**src/rtl/twi_task_master.sv**
```systemverilog
module twi_task_master #(
  parameter int QDIV = 4
) (
  input  logic       clk,
  input  logic       rst_n,
  input  logic       task_starttx,
  input  logic       task_startrx,
  input  logic       task_stop,
  input  logic [6:0] slave_addr,
  input  logic       txd_wr,
  input  logic [7:0] txd_data,
  input  logic       rxd_rd,
  output logic [7:0] rxd,
  output logic       ev_txdsent,
  output logic       ev_rxdrdy,
  output logic       ev_stopped,
  output logic       ev_error,
  output logic       scl_oe,
  output logic       sda_oe,
  input  logic       sda_in
);
  localparam int CW = (QDIV > 1) ? $clog2(QDIV) : 1;

  typedef enum logic [3:0] {
    S_IDLE, S_START, S_BITS, S_ACKIN, S_ACKOUT, S_WAITTX, S_WAITRX, S_STOP, S_HOLD
  } state_t;

  state_t        st;
  logic [CW-1:0] cnt;
  logic [1:0]    ph;
  logic [2:0]    nb;
  logic [7:0]    sh, txq;
  logic          txf, rd, adr, stp, nak;

  wire tick    = (cnt == CW'(QDIV - 1));
  wire bit_end = tick && (ph == 2'd3);
  wire timed   = (st == S_START) || (st == S_BITS) || (st == S_ACKIN) ||
                 (st == S_ACKOUT) || (st == S_STOP);
  wire clocked = (st == S_BITS) || (st == S_ACKIN) || (st == S_ACKOUT) || (st == S_STOP);
  wire parked  = (st == S_WAITTX) || (st == S_WAITRX) || (st == S_HOLD);
  wire rx_data = rd && !adr;

  assign scl_oe = clocked ? (ph < 2'd2) : parked;

  always_ff @(posedge clk or negedge rst_n) begin
    if (!rst_n) begin
      st <= S_IDLE;
      cnt <= '0;
      ph <= '0;
      nb <= '0;
      sh <= '0;
      txq <= '0;
      txf <= 1'b0;
      rd <= 1'b0;
      adr <= 1'b0;
      stp <= 1'b0;
      nak <= 1'b0;
      rxd <= '0;
      sda_oe <= 1'b0;
      ev_txdsent <= 1'b0;
      ev_rxdrdy <= 1'b0;
      ev_stopped <= 1'b0;
      ev_error <= 1'b0;
    end else begin
      ev_txdsent <= 1'b0;
      ev_rxdrdy <= 1'b0;
      ev_stopped <= 1'b0;
      ev_error <= 1'b0;
      if (task_stop && st != S_IDLE) stp <= 1'b1;
      if (timed) begin
        cnt <= tick ? '0 : cnt + 1'b1;
        if (tick) ph <= ph + 2'd1;
      end else begin
        cnt <= '0;
        ph <= '0;
      end
      case (st)
        S_IDLE: begin
          sda_oe <= 1'b0;
          stp <= 1'b0;
          if (task_starttx || task_startrx) begin
            rd <= !task_starttx;
            sh <= {slave_addr, !task_starttx};
            adr <= 1'b1;
            nb <= '0;
            st <= S_START;
          end
        end
        S_START: begin
          if (tick && ph == 2'd1) sda_oe <= 1'b1;
          if (bit_end) st <= S_BITS;
        end
        S_BITS: begin
          if (tick && ph == 2'd0) sda_oe <= rx_data ? 1'b0 : !sh[7];
          if (bit_end) begin
            sh <= {sh[6:0], sda_in};
            nb <= nb + 3'd1;
            if (nb == 3'd7) begin
              if (rx_data) begin
                rxd <= {sh[6:0], sda_in};
                ev_rxdrdy <= 1'b1;
                st <= S_WAITRX;
              end else begin
                st <= S_ACKIN;
              end
            end
          end
        end
        S_ACKIN: begin
          if (tick && ph == 2'd0) sda_oe <= 1'b0;
          if (bit_end) begin
            if (sda_in) begin
              ev_error <= 1'b1;
              st <= S_HOLD;
            end else begin
              if (!adr) ev_txdsent <= 1'b1;
              adr <= 1'b0;
              st <= rd ? S_BITS : S_WAITTX;
            end
          end
        end
        S_WAITTX: begin
          if (stp) begin
            stp <= 1'b0;
            st <= S_STOP;
          end else if (txf) begin
            sh <= txq;
            txf <= 1'b0;
            st <= S_BITS;
          end
        end
        S_WAITRX: begin
          if (rxd_rd) begin
            nak <= stp || task_stop;
            st <= S_ACKOUT;
          end
        end
        S_ACKOUT: begin
          if (tick && ph == 2'd0) sda_oe <= !nak;
          if (bit_end) begin
            if (nak) begin
              stp <= 1'b0;
              st <= S_STOP;
            end else begin
              st <= S_BITS;
            end
          end
        end
        S_HOLD: begin
          if (stp) begin
            stp <= 1'b0;
            st <= S_STOP;
          end
        end
        S_STOP: begin
          if (tick && ph == 2'd0) sda_oe <= 1'b1;
          if (tick && ph == 2'd2) sda_oe <= 1'b0;
          if (bit_end) begin
            ev_stopped <= 1'b1;
            st <= S_IDLE;
          end
        end
        default: st <= S_IDLE;
      endcase
      if (txd_wr) begin
        txq <= txd_data;
        txf <= 1'b1;
      end
    end
  end
endmodule

```
**config.mk**
```make
export PLATFORM = sky130hd
export DESIGN_NAME = twi_task_master
export DESIGN_NICKNAME = d
export VERILOG_FILES = /design/src/rtl/twi_task_master.sv
export SDC_FILE = /design/constraint.sdc
export NUM_CORES = 1
export LEC_CHECK = 0
export ABC_AREA = 1
export BUFFER_PORTS_ARGS = -buffer_cell sky130_fd_sc_hd__buf_4
export CORE_MARGIN = 2
export CORE_UTILIZATION = 35
export DETAILED_ROUTE_END_ITERATION = 7
export GPL_ROUTABILITY_DRIVEN = 0
export HOLD_SLACK_MARGIN = 0.1
export PLACE_DENSITY = 0.58
export SLEW_MARGIN = 20
export SYNTH_ARGS = -nofsm -noshare
export SYNTH_HDL_FRONTEND = slang
export SYNTH_SLANG_ARGS = --single-unit
```
**constraint.sdc**
```tcl
create_clock -name clk -period 3.3 [get_ports clk]
set_input_delay 0.495 -clock clk [delete_from_list [all_inputs] [get_ports clk]]
set_output_delay 0.495 -clock clk [all_outputs]
set_load 0.01 [all_outputs]
```
==> results.md, run 1 <==
Finish:
- The area occupied by multi-input gates is approximately 0.0012 mm^2.
- After filler insertion, the fill cell instance count of the layout stands at roughly 700.
- The finished layout holds 458 standard cells, fillers aside.
- The net count of the finished layout is just under 400.
- The area overhead of the layout relative to synthesis is 18.5%.
- The fraction of layout instances using a drive strength above 1 is between 15 and 20%.
- Summing all flip-flop and latch instances after layout gives around 0.0011 mm^2.
- The final antenna diode count is 0.

Synth:
- The sequential share of the synthesized area is 44.7%.
- In the post-synthesis netlist, the cell with the most instances is nand2_1.
- After technology mapping, the gate count stands at 325.
- The adder and majority cell fraction of the synthesized area is roughly 3.5%.
- Summing every instance area after synthesis gives between 0.002 and 0.003 mm^2.
- Counting flops and latches in the post-synthesis netlist gives between 40 and 50.
- When the netlist entered floorplanning its net count stood at 355.
- By area the synthesized netlist is led by dfrtp_1 (45%), nand2_1 (16%), nand3_1 (7.0%), inv_1 (5.1%), o21ai_0 (4.0%).
- The area fraction in compound gates after synthesis is under 10%.
- The share of synthesized flip-flops with an asynchronous set or reset is 100%.
- Summing the areas of all and, or, nand and nor instances in the mapped netlist gives between 30% and 40% of the synthesized area.
- The count of distinct cell types in the synthesized netlist is 30.
- After synthesis, the largest area contributor takes up 44.7% of total cell area.
- After synthesis, the largest family of logic cells by area is simple AND/OR/NAND/NOR gates.
- The biggest area consumer among synthesized cells is dfrtp_1.
- Of the total synthesized cell area, the portion taken by XOR and XNOR cells is 0.348%.
- In the synthesized netlist the dominant register cell turns out to be dfrtp_1.
- In the synthesized netlist, mux cells make up 0% of the area.
- The number of enable flip-flop cells after synthesis is 0.
- In the synthesized netlist, the cells that appear most often are nand2_1 (109), dfrtp_1 (45), nand3_1 (35), inv_1 (34), nor2_1 (22).
- During synthesis, Yosys emitted a total of 0 warnings.
- After synthesis, the mean cell area works out to 7.75 um^2.

CTS:
- Once the clock tree was built, the setup fixing pass inserted 0 buffers.
- Hold repair after CTS inserted 0 buffers.
- The post-CTS resize count is 0.
- TritonCTS built the clock tree.
- The clock net sink count is 45.
- The clock tree root buffer cell is clkbuf_8.
- The clock buffer count from CTS is 5.
- The clock transition at the registers of the reported paths is roughly 80 ps.
- The H-tree was split into 2 levels.
- In this run the deepest clock path goes through 2 buffers.
- The worst-skew pair later-pin latency is around 300 ps.

Route:
- Before antenna repair, the detailed router went through 4 iterations.
- After detailed routing, the number of remaining DRC violations is 0.
- In the final routed layout, each cell accounts on average for 12.1 um.
- In this run, the number of DRC markers left after iteration 0 of detailed routing was between 100 and 150.
- The final routed wirelength across all metal layers is 5.55 mm.
- The final route contains 2110 vias.
- Once detail routing completed, the nets flagged for antenna violations numbered 0.
- The detailed route wirelength on metal3 is between 200 and 300 um.
- For this block, wires on met1 add up to between 2 and 3 mm.
- Using the TritonRoute via totals, the vias-per-cell ratio works out to about 4.6.
- In the detailed route, the total length drawn on met2 is roughly 2.4 mm.
- Routed signal wires occupy layers up through met4.

Die:
- The die covers about 0.008 mm^2.
- The count of standard-cell rows is 30.
- The die is 88.8 um wide.
- The area of the core is slightly below 0.007 mm^2.
- The number of primary I/O pins is 37.
- The die is approximately 89 um tall.
- The starting utilization of the core area is between 30 and 40%.

Power and ir drop:
- Net switching is roughly two fifths of the power.
- The internal power contribution is 1330 uW.
- The net switching power is around 950 uW.
- The worst supply voltage drop on vdd is roughly 300 uV.
- The sequential group share of total power is ~35%.
- The clock share of power is a little over a fifth.
- Power spread over the standard cell area amounts to around 760 mW/mm^2.
- For this design the static power due to leakage is approximately 0.0016 uW.
- The share of total power in combinational logic is between 40% and 50%.

Worst setup path:
- The worst register-to-register path has a depth of 9.
- The origin of the critical flop-to-flop path is cnt[0].
- The type of element launching the critical path is a flip-flop.
- The worst-path cell with the longest stage delay is dfrtp_1.
- The largest driver fanout on the critical path is 11.
- The worst setup path is captured at an output pin.
- For the worst setup path, the data required time is 2800 ps.
- The critical path data arrival time is 1800 ps.
- The delay contributed by the slowest stage of the critical path is 450 ps.
- Traced cell by cell, the critical path runs through nor2_2 -> nand2_1 -> nand3_1 -> o21ai_0 -> nand4_1 -> buf_4.
- In this run the register-to-register setup slack is between 1000 and 1500 ps.
- The endpoint of the most critical register-to-register path is st[0].
- The critical path in this run is classified as reg2out.

Global route:
- The via count of the first global-routing pass came to ~2000.
- The first global-routing pass estimated slightly below 10 mm of wire.
- The pin count of the biggest net entering global routing is 46.
- The global router's overall resource usage is between 10% and 20%.
- The number of antenna violations at the first check in global routing is 0.
- The remaining global-route overflow is 0.

Outcome:
- The flow ran to the end, and the final reports show no timing, DRC or antenna violations.

Placed design:
- The number of cells after detailed placement is 450.
- Summed over all nets, the half-perimeter wirelength after detailed placement is approximately 4.2 mm.
- The count of buffers from port buffering is 36.

STA:
- The setup TNS is 0 ps.
- The number of setup violations in the final report is 0.
- Setup repair after global routing left no endpoint under its margin.
- After layout, the worst path uses 69.5% of the clock period.
- The setup skew after layout is ~4.3 ps.
- The number of pins exceeding their max-slew limit in the final report was 0.
- The smallest clock period supported by the final layout is computed as 2290 ps.
- The transition time of the tightest slew-check pin is roughly 570 ps.
- The hold violation count in the final report was 0.
- The highest clock frequency the design can meet is about 440 MHz.
- Measured against its own limit, the worst slew margin works out to between 60% and 70%.

Run:
- Across the run, the number of max-cap violations was 0.

Worst hold path:
- The path class of the tightest hold or removal check is in2async.
[flip-flops by register name, indices dropped and copies added (netlist names), 2 cells and up]
register / count
rxd: 8
sh: 8
txq: 8
st: 4
nb: 3
cnt: 2
ph: 2
[power groups by stage]
stage                     combinational (uW)  sequential (uW)  clock (uW)
after floorplan                          776              768           0
after global placement                   985              792           0
after detailed placement                 989              794           0
after CTS                                992              784         513
after global routing                    1150              801         535
final                                    990              785         499
[per-layer routing]
layer | vias to the layer above | GRT usage, %
met1 | 948 | 23.5
met3 | 5 | 2.80
met5 | - | 0
met2 | 52 | 24.2
li1 | 1105 | -
met4 | 0 | 4.96
[kinds of logic (layout without fill, tap and decap cells)]
| kind of cell | Yosys count | after routing |
|---|---|---|
| AOI/OAI and AO/OA | 38 | 38 |
| xor gates and xnor gates | 1 | 1 |
| adders and majority gates | 7 | 7 |
| buffers and inverters | 46 | 83 |
| DFF | 45 | 45 |
| and+or+nand+nor | 188 | 188 |
[final cells by class]
class | instances | area share (%)
Timing Repair Buffer | 36 | 9.05
Inverter | 39 | 4.99
Tap cell | 96 | 4.02
Multi-Input combinational cell | 234 | 39.6
Sequential cell | 45 | 37.7
Clock buffer | 5 | 2.31
Clock inverter | 3 | 2.31
[worst max path at each step]
stage / startpoint / end / depth (start not counted)
after floorplan: st[1] / scl_oe / 7
after global placement: st[3] / scl_oe / 6
after detailed placement: st[3] / scl_oe / 6
after CTS: st[3] / scl_oe / 6
after global routing: st[2] / scl_oe / 6
final: st[3] / scl_oe / 6
[cell usage in the layout (no fill, tap or decap), drive strengths merged]
| cell | count |
|---|---|
| or2 | 1 |
| a21oi | 4 |
| bufinv | 2 |
| clkbuf | 5 |
| ha | 7 |
| xor2 | 1 |
| o211ai | 6 |
| a21boi | 1 |
| nand4 | 1 |
| inv | 40 |
| nand3b | 1 |
| dfrtp | 45 |
| nand3 | 39 |
| buf | 36 |
| nor3 | 2 |
| nand2 | 116 |
| o21ai | 26 |
| nor2 | 28 |
| o22ai | 1 |
[metrics by stage]
stage	util, %	area [um^2]	setup WS [ps]	hold WS, ps	power [uW]
after detailed placement	41.5	2850	1360	440	1780
after CTS	43.5	2990	1020	210	2290
after global routing	43.5	2990	857	234	2480
final	43.5	2990	1010	165	2270
after global placement	41.5	2850	1400	433	1780
after floorplan	-	2520	1660	199	1540
[worst max-delay path, delay by kind of cell, from the launching register on]
family / cells / cell delay (ps)
flip-flops: 1 / 450
AO/OA/AOI/OAI: 1 / 80
buffers and inverters: 1 / 130
AND/OR/NAND/NOR: 4 / 840
No activity file was read; power rests on OpenSTA's default activity.
==> run 2, diff against run 1 <==
--- a/config.mk
+++ b/config.mk
@@ -5,7 +5,7 @@
 export SDC_FILE = /design/constraint.sdc
 export NUM_CORES = 1
 export LEC_CHECK = 0
-export ABC_AREA = 1
+export ABC_AREA = 0
 export BUFFER_PORTS_ARGS = -buffer_cell sky130_fd_sc_hd__buf_4
 export CORE_MARGIN = 2
 export CORE_UTILIZATION = 35
==> constraint.sdc (replaced) <==
create_clock -name clk -period 2.4 [get_ports clk]
set_input_delay 0.36 -clock clk [delete_from_list [all_inputs] [get_ports clk]]
set_output_delay 0.36 -clock clk [all_outputs]
set_load 0.01 [all_outputs]
==> results.md, run 2 <==
STA:
- RSZ-0062 raised after global routing: false (unchanged).
- The setup skew after layout came to 6.88 ps (was 4.35 ps).
- The number of setup violations in the final report is 0 (unchanged).
- The highest clock frequency the design can meet is 442 MHz.
- The final critical-path share of the clock period is between 90% and 100%.
- The number of pins exceeding their max-slew limit in the final report is 0 (unchanged).
- The setup TNS is 0 ps (unchanged).
- The transition time of the tightest slew-check pin is 569 ps (was 568 ps).
- The hold violation count in the final report is 0 (unchanged).
- The worst setup slack after layout is 136 ps (was 1010 ps).
- The worst slew slack as a fraction of its limit came to 62.0% (was 62.1%).
- The clock period minus final worst setup slack is between 2000 and 2500 ps.

Worst setup path:
- The worst-path cell with the longest stage delay is dfrtp_1 (unchanged).
- The delay contributed by the slowest stage of the critical path is 540 ps (was 450 ps).
- Critical-path cell list: buf_4 -> nand2b_1 -> a21oi_1 -> o21ai_0 -> o31ai_1 -> buf_4 (was nor2_2 -> nand2_1 -> nand3_1 -> o21ai_0 -> nand4_1 -> buf_4).
- The type of element launching the critical path is a flip-flop (unchanged).
- The critical path data arrival time is 1900 ps (was 1800 ps).
- The cell type group with the largest total delay on the critical path is flip-flops (was simple AND/OR/NAND/NOR gates).
- The cell occurring most often along the worst timing path is buf_4.
- The required time at the endpoint of the critical path is 2040 ps (was 2800 ps).
- The count of buffer and inverter cells on the critical path is 2 (was 1).
- The capturing element type of the critical path is an output pin (unchanged).
- The register-to-register setup slack is 330 ps (was 1370 ps).
- The critical setup path kind is reg2out (unchanged).
- The largest driver fanout on the critical path is 10 (was 11).

Worst hold path:
- The worst min-delay path category is in2reg (was in2async).

CTS:
- The post-CTS setup repair buffer count came to 0 (unchanged).
- The maximum count of clock buffers along a single path is 2 (unchanged).
- The clock transition at the registers of the reported paths is 90 ps (was 80 ps).
- The clock tree from TritonCTS is yes (unchanged).
- The number of levels in the clock H-tree is 2 (unchanged).
- The clock net sink count is 45 (unchanged).
- The clock buffer count from CTS is 5 (unchanged).
- The clock tree root buffer cell is clkbuf_8 (unchanged).
- The worst-skew pair later-pin latency is 300 ps (about the same).

Outcome:
- Result of the run: complete, no violations (unchanged).

Die:
- The area of the core is 0.00683 mm^2 (was 0.00687 mm^2).
- The floorplan die area is 0.00782 mm^2 (was 0.00789 mm^2).
- The die span in x is 88.4 um (was 88.8 um).
- The starting utilization of the core area is 36.5% (was 36.7%).
- The count of standard-cell rows is 30 (unchanged).
- The number of primary I/O pins is 37 (unchanged).
- The height of the die is 88.4 um (was 88.8 um).

Synth:
- The biggest area consumer among synthesized cells is dfrtp_1 (unchanged).
- The share of synthesized flip-flops with an asynchronous set or reset came to 100% (unchanged).
- The gate count after technology mapping is 235 (was 325).
- The warning count from the yosys run is 0 (unchanged).
- The dominant cell by count in the synthesized netlist is dfrtp_1 (was nand2_1).
- The post-synth net total is 265 (was 355).
- The total standard cell area after synthesis came to 0.00249 mm^2 (was 0.00252 mm^2).
- The count of distinct cell types in the synthesized netlist was 50 (was 30).
- The synthesized flop and latch total is 45 (unchanged).
- The sequential share of the synthesized area came to 45.1% (was 44.7%).
- The number of enable flip-flop cells after synthesis came to 0 (unchanged).
- The post-synthesis area per instance is 10.6 um^2 (was 7.75 um^2).
- Top cells by area, synth: dfrtp_1 (45%), mux2_2 (11%), ha_1 (3.5%), o21ai_0 (3.2%), inv_1 (2.6%) (was dfrtp_1 (45%), nand2_1 (16%), nand3_1 (7.0%), inv_1 (5.1%), o21ai_0 (4.0%)).
- The share of the synthesized area in the top cell type is 45.1% (was 44.7%).
- Most numerous cell types in the synthesized netlist: dfrtp_1 (45), mux2_2 (24), inv_1 (17), o21ai_0 (16), nor2_1 (12) (was nand2_1 (109), dfrtp_1 (45), nand3_1 (35), inv_1 (34), nor2_1 (22)).
- The primary flip-flop cell chosen by synthesis mapping is dfrtp_1 (unchanged).

Power and ir drop:
- The leakage dissipation is 0.00135 uW (was 0.00164 uW).
- The total power was 2880 uW (was 2270 uW).
- The power density over cell area was 972 mW/mm^2 (was 762 mW/mm^2).
- The worst supply voltage drop on vdd is 298 uV (was 296 uV).

Finish:
- Top flop regs: rxd: 8 flops, sh: 8 flops, txq: 8 flops (unchanged).
- The final design utilization is 43.4% (was 43.5%).
- The number of nets in the layout is 304 (was 391).
- The area overhead of the layout relative to synthesis is 18.8% (was 18.5%).
- The final standard cell count with taps included and fillers excluded was 371 (was 458).
- The final antenna diode count came to 0 (unchanged).
- Most used cells in the layout excluding fill and tap cells: dfrtp_1 (45), buf_4 (45), mux2_2 (24) (was nand2_1 (109), dfrtp_1 (45), buf_4 (36)).
- The fraction of layout instances using a drive strength above 1 is 31.6% (was 19.6%).

Route:
- The final routed wirelength across all metal layers is 5.70 mm (was 5.55 mm).
- The via total after detailed routing is 1910 (was 2110).
- The average vias per placed instance is 5.15 (was 4.61).
- The average wire per standard cell is 15.4 um (was 12.1 um).
- The first-iteration detailed-routing DRC count is 140 (was 132).
- The number of detailed-routing iterations run before antenna repair was 4 (unchanged).
- The post-route DRC violation count is 0 (unchanged).
- The final antenna-violating net count came to 0 (unchanged).

Global route:
- The pin count of the biggest net entering global routing is 46 (unchanged).
- The remaining global-route overflow came to 0 (unchanged).
- The via count of the first global-routing pass is 1869 (was 2040).
- The global router's overall resource usage was 15.9% (was 16.1%).
- The number of antenna violations at the first check in global routing is 0 (unchanged).
- The global-route wire length before repair is 9.63 mm (was 9.76 mm).

Placed design:
- The detailed placer's ending HPWL is 4.32 mm (was 4.19 mm).
- The setup slack at placement is 317 ps (was 1360 ps).
- The count of buffers from port buffering was 36 (unchanged).
- The number of cells after detailed placement is 362 (was 450).

Run:
- The max capacitance violation total is 0 (unchanged).
-- run 2: cell types whose count changed after synthesis, moves of 5 or more --
cell,change
a21oi_1,+7
a22oi_1,+8
a31oi_1,+7
inv_1,-17
mux2_2,+24
nand2_1,-100
nand2b_1,+5
nand3_1,-33
nor2_1,-10
nor3_1,+5
-- run 2: path summary, 6_finish.rpt --
check	start	to	cells after the start
worst max register to register	st[0]	rxd[5]	5
max in group asynchronous	rst_n	cnt[1]	2
worst max-delay path	st[0]	scl_oe	6
worst min register to register	cnt[0]	cnt[0]	1
min in group asynchronous	rst_n	ev_rxdrdy	2
worst min-delay path	task_starttx	rd	2
-- run 2: final cells by class --
cell class / instances / area, um^2
fillers: 658 / 3870
multi-input cells: 159 / 1210
flip-flops and latches: 45 / 1130
repair buffers: 46 / 348
well taps: 96 / 120
clock buffers: 5 / 68.8
inverters: 17 / 63.8
clock inverters: 3 / 25.0
-- run 2: timing repair --
action / in CTS / in global routing
endpoints found under the hold margin: 45 / 0
setup endpoints to repair: 0 / 0
resized for setup: 0 / 0
hold buffers: 1 / 0
-- run 2: metrics by stage --
stage                     hold slack [ps]  area (um^2)
after floorplan                      64.4         2490
after global placement                402         2860
after detailed placement              404         2860
after CTS                             249         2960
after global routing                  245         2960
final                                 254         2960
-- run 2: kinds of logic (layout without fill, tap and decap cells) --
family	Yosys count	after routing	synth area share [%]
multiplexers	27	27	12.1
XOR/XNOR	2	2	0.702
AND/OR/NAND/NOR	53	53	12.1
adder cells (fa/ha/maj)	7	7	3.51
flip-flops	45	45	45.1
buffers and inverters	31	71	6.27
AO/OA/AOI/OAI	70	70	20.2
-- run 2: routing by layer --
layer,track usage (%),vias to the layer above,wire length [um]
met5,0,-,0
met2,22.3,52,2460
met3,2.15,12,190
met1,24.5,919,2890
met4,6.20,0,148
li1,-,927,-
-- run 2: report_power, final --
| part | internal, uW | switching (uW) | total, uW |
|---|---|---|---|
| logic | 594 | 684 | 1280 |
| registers | 932 | 186 | 1120 |
| clock network | 210 | 275 | 485 |
==> run 3, diff against run 2 <==
==> constraint.sdc (replaced) <==
create_clock -name clk -period 2.4 [get_ports clk]
set_input_delay 0.36 -clock clk [delete_from_list [all_inputs] [get_ports clk]]
set_output_delay 0.36 -clock clk [all_outputs]
set_load 0.05 [all_outputs]
==> results.md, run 3 (same netlist as run 2, synthesis figures left out) <==
Worst setup path:
- The worst-path cell with the longest stage delay is dfrtp_2 (was dfrtp_1).
- The depth of the worst register-to-register path is 5 (unchanged).
- The endpoint of the most critical register-to-register path is sh[1] (was rxd[5]).
- The cell occurring most often along the worst timing path is buf_4 (unchanged).
- The delay contributed by the slowest stage of the critical path was 480 ps (was 540 ps).
- The required time at the endpoint of the critical path is 2040 ps (about the same).
- The largest driver fanout on the critical path was 10 (unchanged).
- The register-to-register setup slack was 320 ps (was 330 ps).
- The critical setup path kind is reg2out (unchanged).
- The origin of the critical flop-to-flop path is st[3] (was st[0]).
- Critical-path cell list: buf_4 -> nand2b_1 -> a21oi_1 -> o21ai_0 -> o31ai_1 -> buf_4 (unchanged).
- The critical path data arrival time is 1820 ps (was 1900 ps).
- The type of element launching the critical path was a flip-flop (unchanged).
- The capturing element type of the critical path is an output pin (unchanged).

STA:
- The final critical-path share of the clock period is 91.0% (was 94.3%).
- The worst slew slack as a fraction of its limit was 61.8% (was 62.0%).
- The setup TNS came to 0 ps (unchanged).
- The number of setup violations in the final report is 0 (unchanged).
- The clock period minus final worst setup slack is 2180 ps (was 2260 ps).
- The setup skew after layout is 4.15 ps (was 6.88 ps).
- The transition time of the tightest slew-check pin is 572 ps (was 569 ps).
- The hold violation count in the final report is 0 (unchanged).
- RSZ-0062 raised after global routing: false (unchanged).
- The highest clock frequency the design can meet was 458 MHz (was 442 MHz).
- The number of pins exceeding their max-slew limit in the final report is 0 (unchanged).

Route:
- The average wire per standard cell is 15.8 um (was 15.4 um).
- The post-route DRC violation count is 0 (unchanged).
- The average vias per placed instance is 5.20 (was 5.15).
- The first-iteration detailed-routing DRC count was 185 (was 140).
- The via total after detailed routing is 1929 (was 1910).
- The number of detailed-routing iterations run before antenna repair was 4 (unchanged).
- The final antenna-violating net count came to 0 (unchanged).
- The final routed wirelength across all metal layers is 5.86 mm (was 5.70 mm).

Worst hold path:
- The worst-case hold path end point was rd (unchanged).
- The worst min-delay path category is in2reg (unchanged).
- The hold path depth is 2 (unchanged).
- The hold path startpoint is task_starttx (unchanged).

Power and ir drop:
- The net switching power came to 1200 uW (was 1150 uW).
- The power density over cell area is 992 mW/mm^2 (was 972 mW/mm^2).
- The share of total power in combinational logic is 45.7% (was 44.3%).
- The worst supply voltage drop on vdd was 347 uV (was 298 uV).
- The leakage dissipation was 0.00135 uW (about the same).
- The switching share of power is 40.9% (was 39.7%).
- The clock share of power is 16.3% (was 16.8%).
- The sequential group share of total power is 38.0% (was 38.8%).
- The internal power contribution was 1740 uW (about the same).

Global route:
- The pin count of the biggest net entering global routing was 46 (unchanged).
- The number of antenna violations at the first check in global routing came to 0 (unchanged).
- The global router's overall resource usage came to 16.4% (was 15.9%).
- The via count of the first global-routing pass is 1938 (was 1869).
- The remaining global-route overflow was 0 (unchanged).
- The global-route wire length before repair was 9.90 mm (was 9.63 mm).

Run:
- The max capacitance violation total is 0 (unchanged).

Die:
- The area of the core is 0.00683 mm^2 (unchanged).
- The floorplan die area was 0.00782 mm^2 (unchanged).
- The height of the die came to 88.4 um (unchanged).
- The number of primary I/O pins came to 37 (unchanged).
- The count of standard-cell rows came to 30 (unchanged).
- The starting utilization of the core area is 36.5% (unchanged).
- The die span in x is 88.4 um (unchanged).

CTS:
- The clock net sink count is 45 (unchanged).
- The number of levels in the clock H-tree is 2 (unchanged).
- The maximum count of clock buffers along a single path came to 2 (unchanged).
- The clock tree root buffer cell is clkbuf_8 (unchanged).
- The clock transition at the registers of the reported paths is 90 ps (about the same).
- The worst-skew pair later-pin latency is 300 ps (about the same).
- The clock tree from TritonCTS is yes (unchanged).
- The clock buffer count from CTS was 5 (unchanged).
- The post-CTS setup repair buffer count is 0 (unchanged).

Placed design:
- The count of buffers from port buffering is 36 (unchanged).
- The detailed placer's ending HPWL came to 4.44 mm (was 4.32 mm).
- The number of cells after detailed placement came to 362 (unchanged).

Finish:
- Most used cells in the layout excluding fill and tap cells: buf_4 (45), dfrtp_1 (44), mux2_2 (24) (was dfrtp_1 (45), buf_4 (45), mux2_2 (24)).
- The number of nets in the layout is 304 (unchanged).
- The fraction of layout instances using a drive strength above 1 is 32.0% (was 31.6%).
- The commonest non-fill, non-tap cell in the layout is buf_4.
- The final standard cell count with taps included and fillers excluded is 371 (unchanged).
- The area overhead of the layout relative to synthesis is 18.8% (about the same).
- Top flop regs: rxd: 8 flops, sh: 8 flops, txq: 8 flops (unchanged).
- The final antenna diode count was 0 (unchanged).
- The count of fill cells added during filler insertion is 678 (was 658).

Outcome:
- Result of the run: complete, no violations (unchanged).
==> run 3: cell count changes in the layout (fill, tap and decap cells not counted) <==
| cell | previous run | this run |
|---|---|---|
| clkinv_2 | 0 | 1 |
| clkinv_4 | 1 | 2 |
| clkinvlp_4 | 1 | 0 |
| dfrtp_1 | 45 | 44 |
| dfrtp_2 | 0 | 1 |
| inv_6 | 1 | 0 |
==> run 3: per-layer routing <==
layer,routed length [um],track usage [%],vias up,share of wire [%]
li1,-,-,933,-
met1,2870,24.2,942,49
met2,2650,23.9,46,45
met3,221,3.36,8,3.8
met4,116,5.37,0,2.0
met5,0,0,-,0
==> run 3: worst max-delay path by stage <==
stage                     start     end  slack, ps  depth (start not counted)
after floorplan           st[1]  scl_oe        100                          3
after global placement    st[0]   sh[5]        370                          5
after detailed placement  st[0]  rxd[5]        280                          5
after CTS                 st[0]  scl_oe        110                          6
after global routing      st[2]  scl_oe        100                          6
final                     st[0]  scl_oe        220                          6
==> run 3: critical path, delay by kind of cell (launching register included) <==
family                 cells  cell delay (ps)
and+or+nand+nor            1              240
AOI/OAI and AO/OA          3              420
buffers and inverters      2              380
DFF                        1              480
==> run 3: power by group through the flow <==
stage / combinational [uW] / sequential (uW) / clock, uW
floorplan: 1060 / 1070 / 0
global placement: 1330 / 1130 / 0
detailed placement: 1330 / 1130 / 0
CTS: 1350 / 1110 / 499
global route: 1490 / 1150 / 531
finish: 1340 / 1120 / 480
==> run 3: final cells by class <==
type / instances / area (um^2) / area share (%)
flip-flops and latches: 45 / 1130 / 38.0
well taps: 96 / 120 / 4.05
inverters: 17 / 63.8 / 2.15
multi-input cells: 159 / 1210 / 40.9
clock inverters: 3 / 22.5 / 0.760
repair buffers: 46 / 348 / 11.7
clock buffers: 5 / 68.8 / 2.32
==> run 3: what timing repair did <==
item                                   CTS  global route
hold buffers                             1             0
endpoints found under the hold margin   45             0
setup endpoints to repair                0             1
gates resized for setup                  0             1
==> run 3: per-stage QoR <==
step                worst slack [ps]  util, %  cell area (um^2)  total power (uW)  hold slack [ps]
finish                           216     43.4              2960              2940              247
global route                     102     43.4              2960              3170              242
CTS                              110     43.4              2960              2960              242
detailed placement               282     41.9              2860              2460              403
global placement                 366     41.9              2860              2460              405
floorplan                       97.2        -              2490              2140             64.4
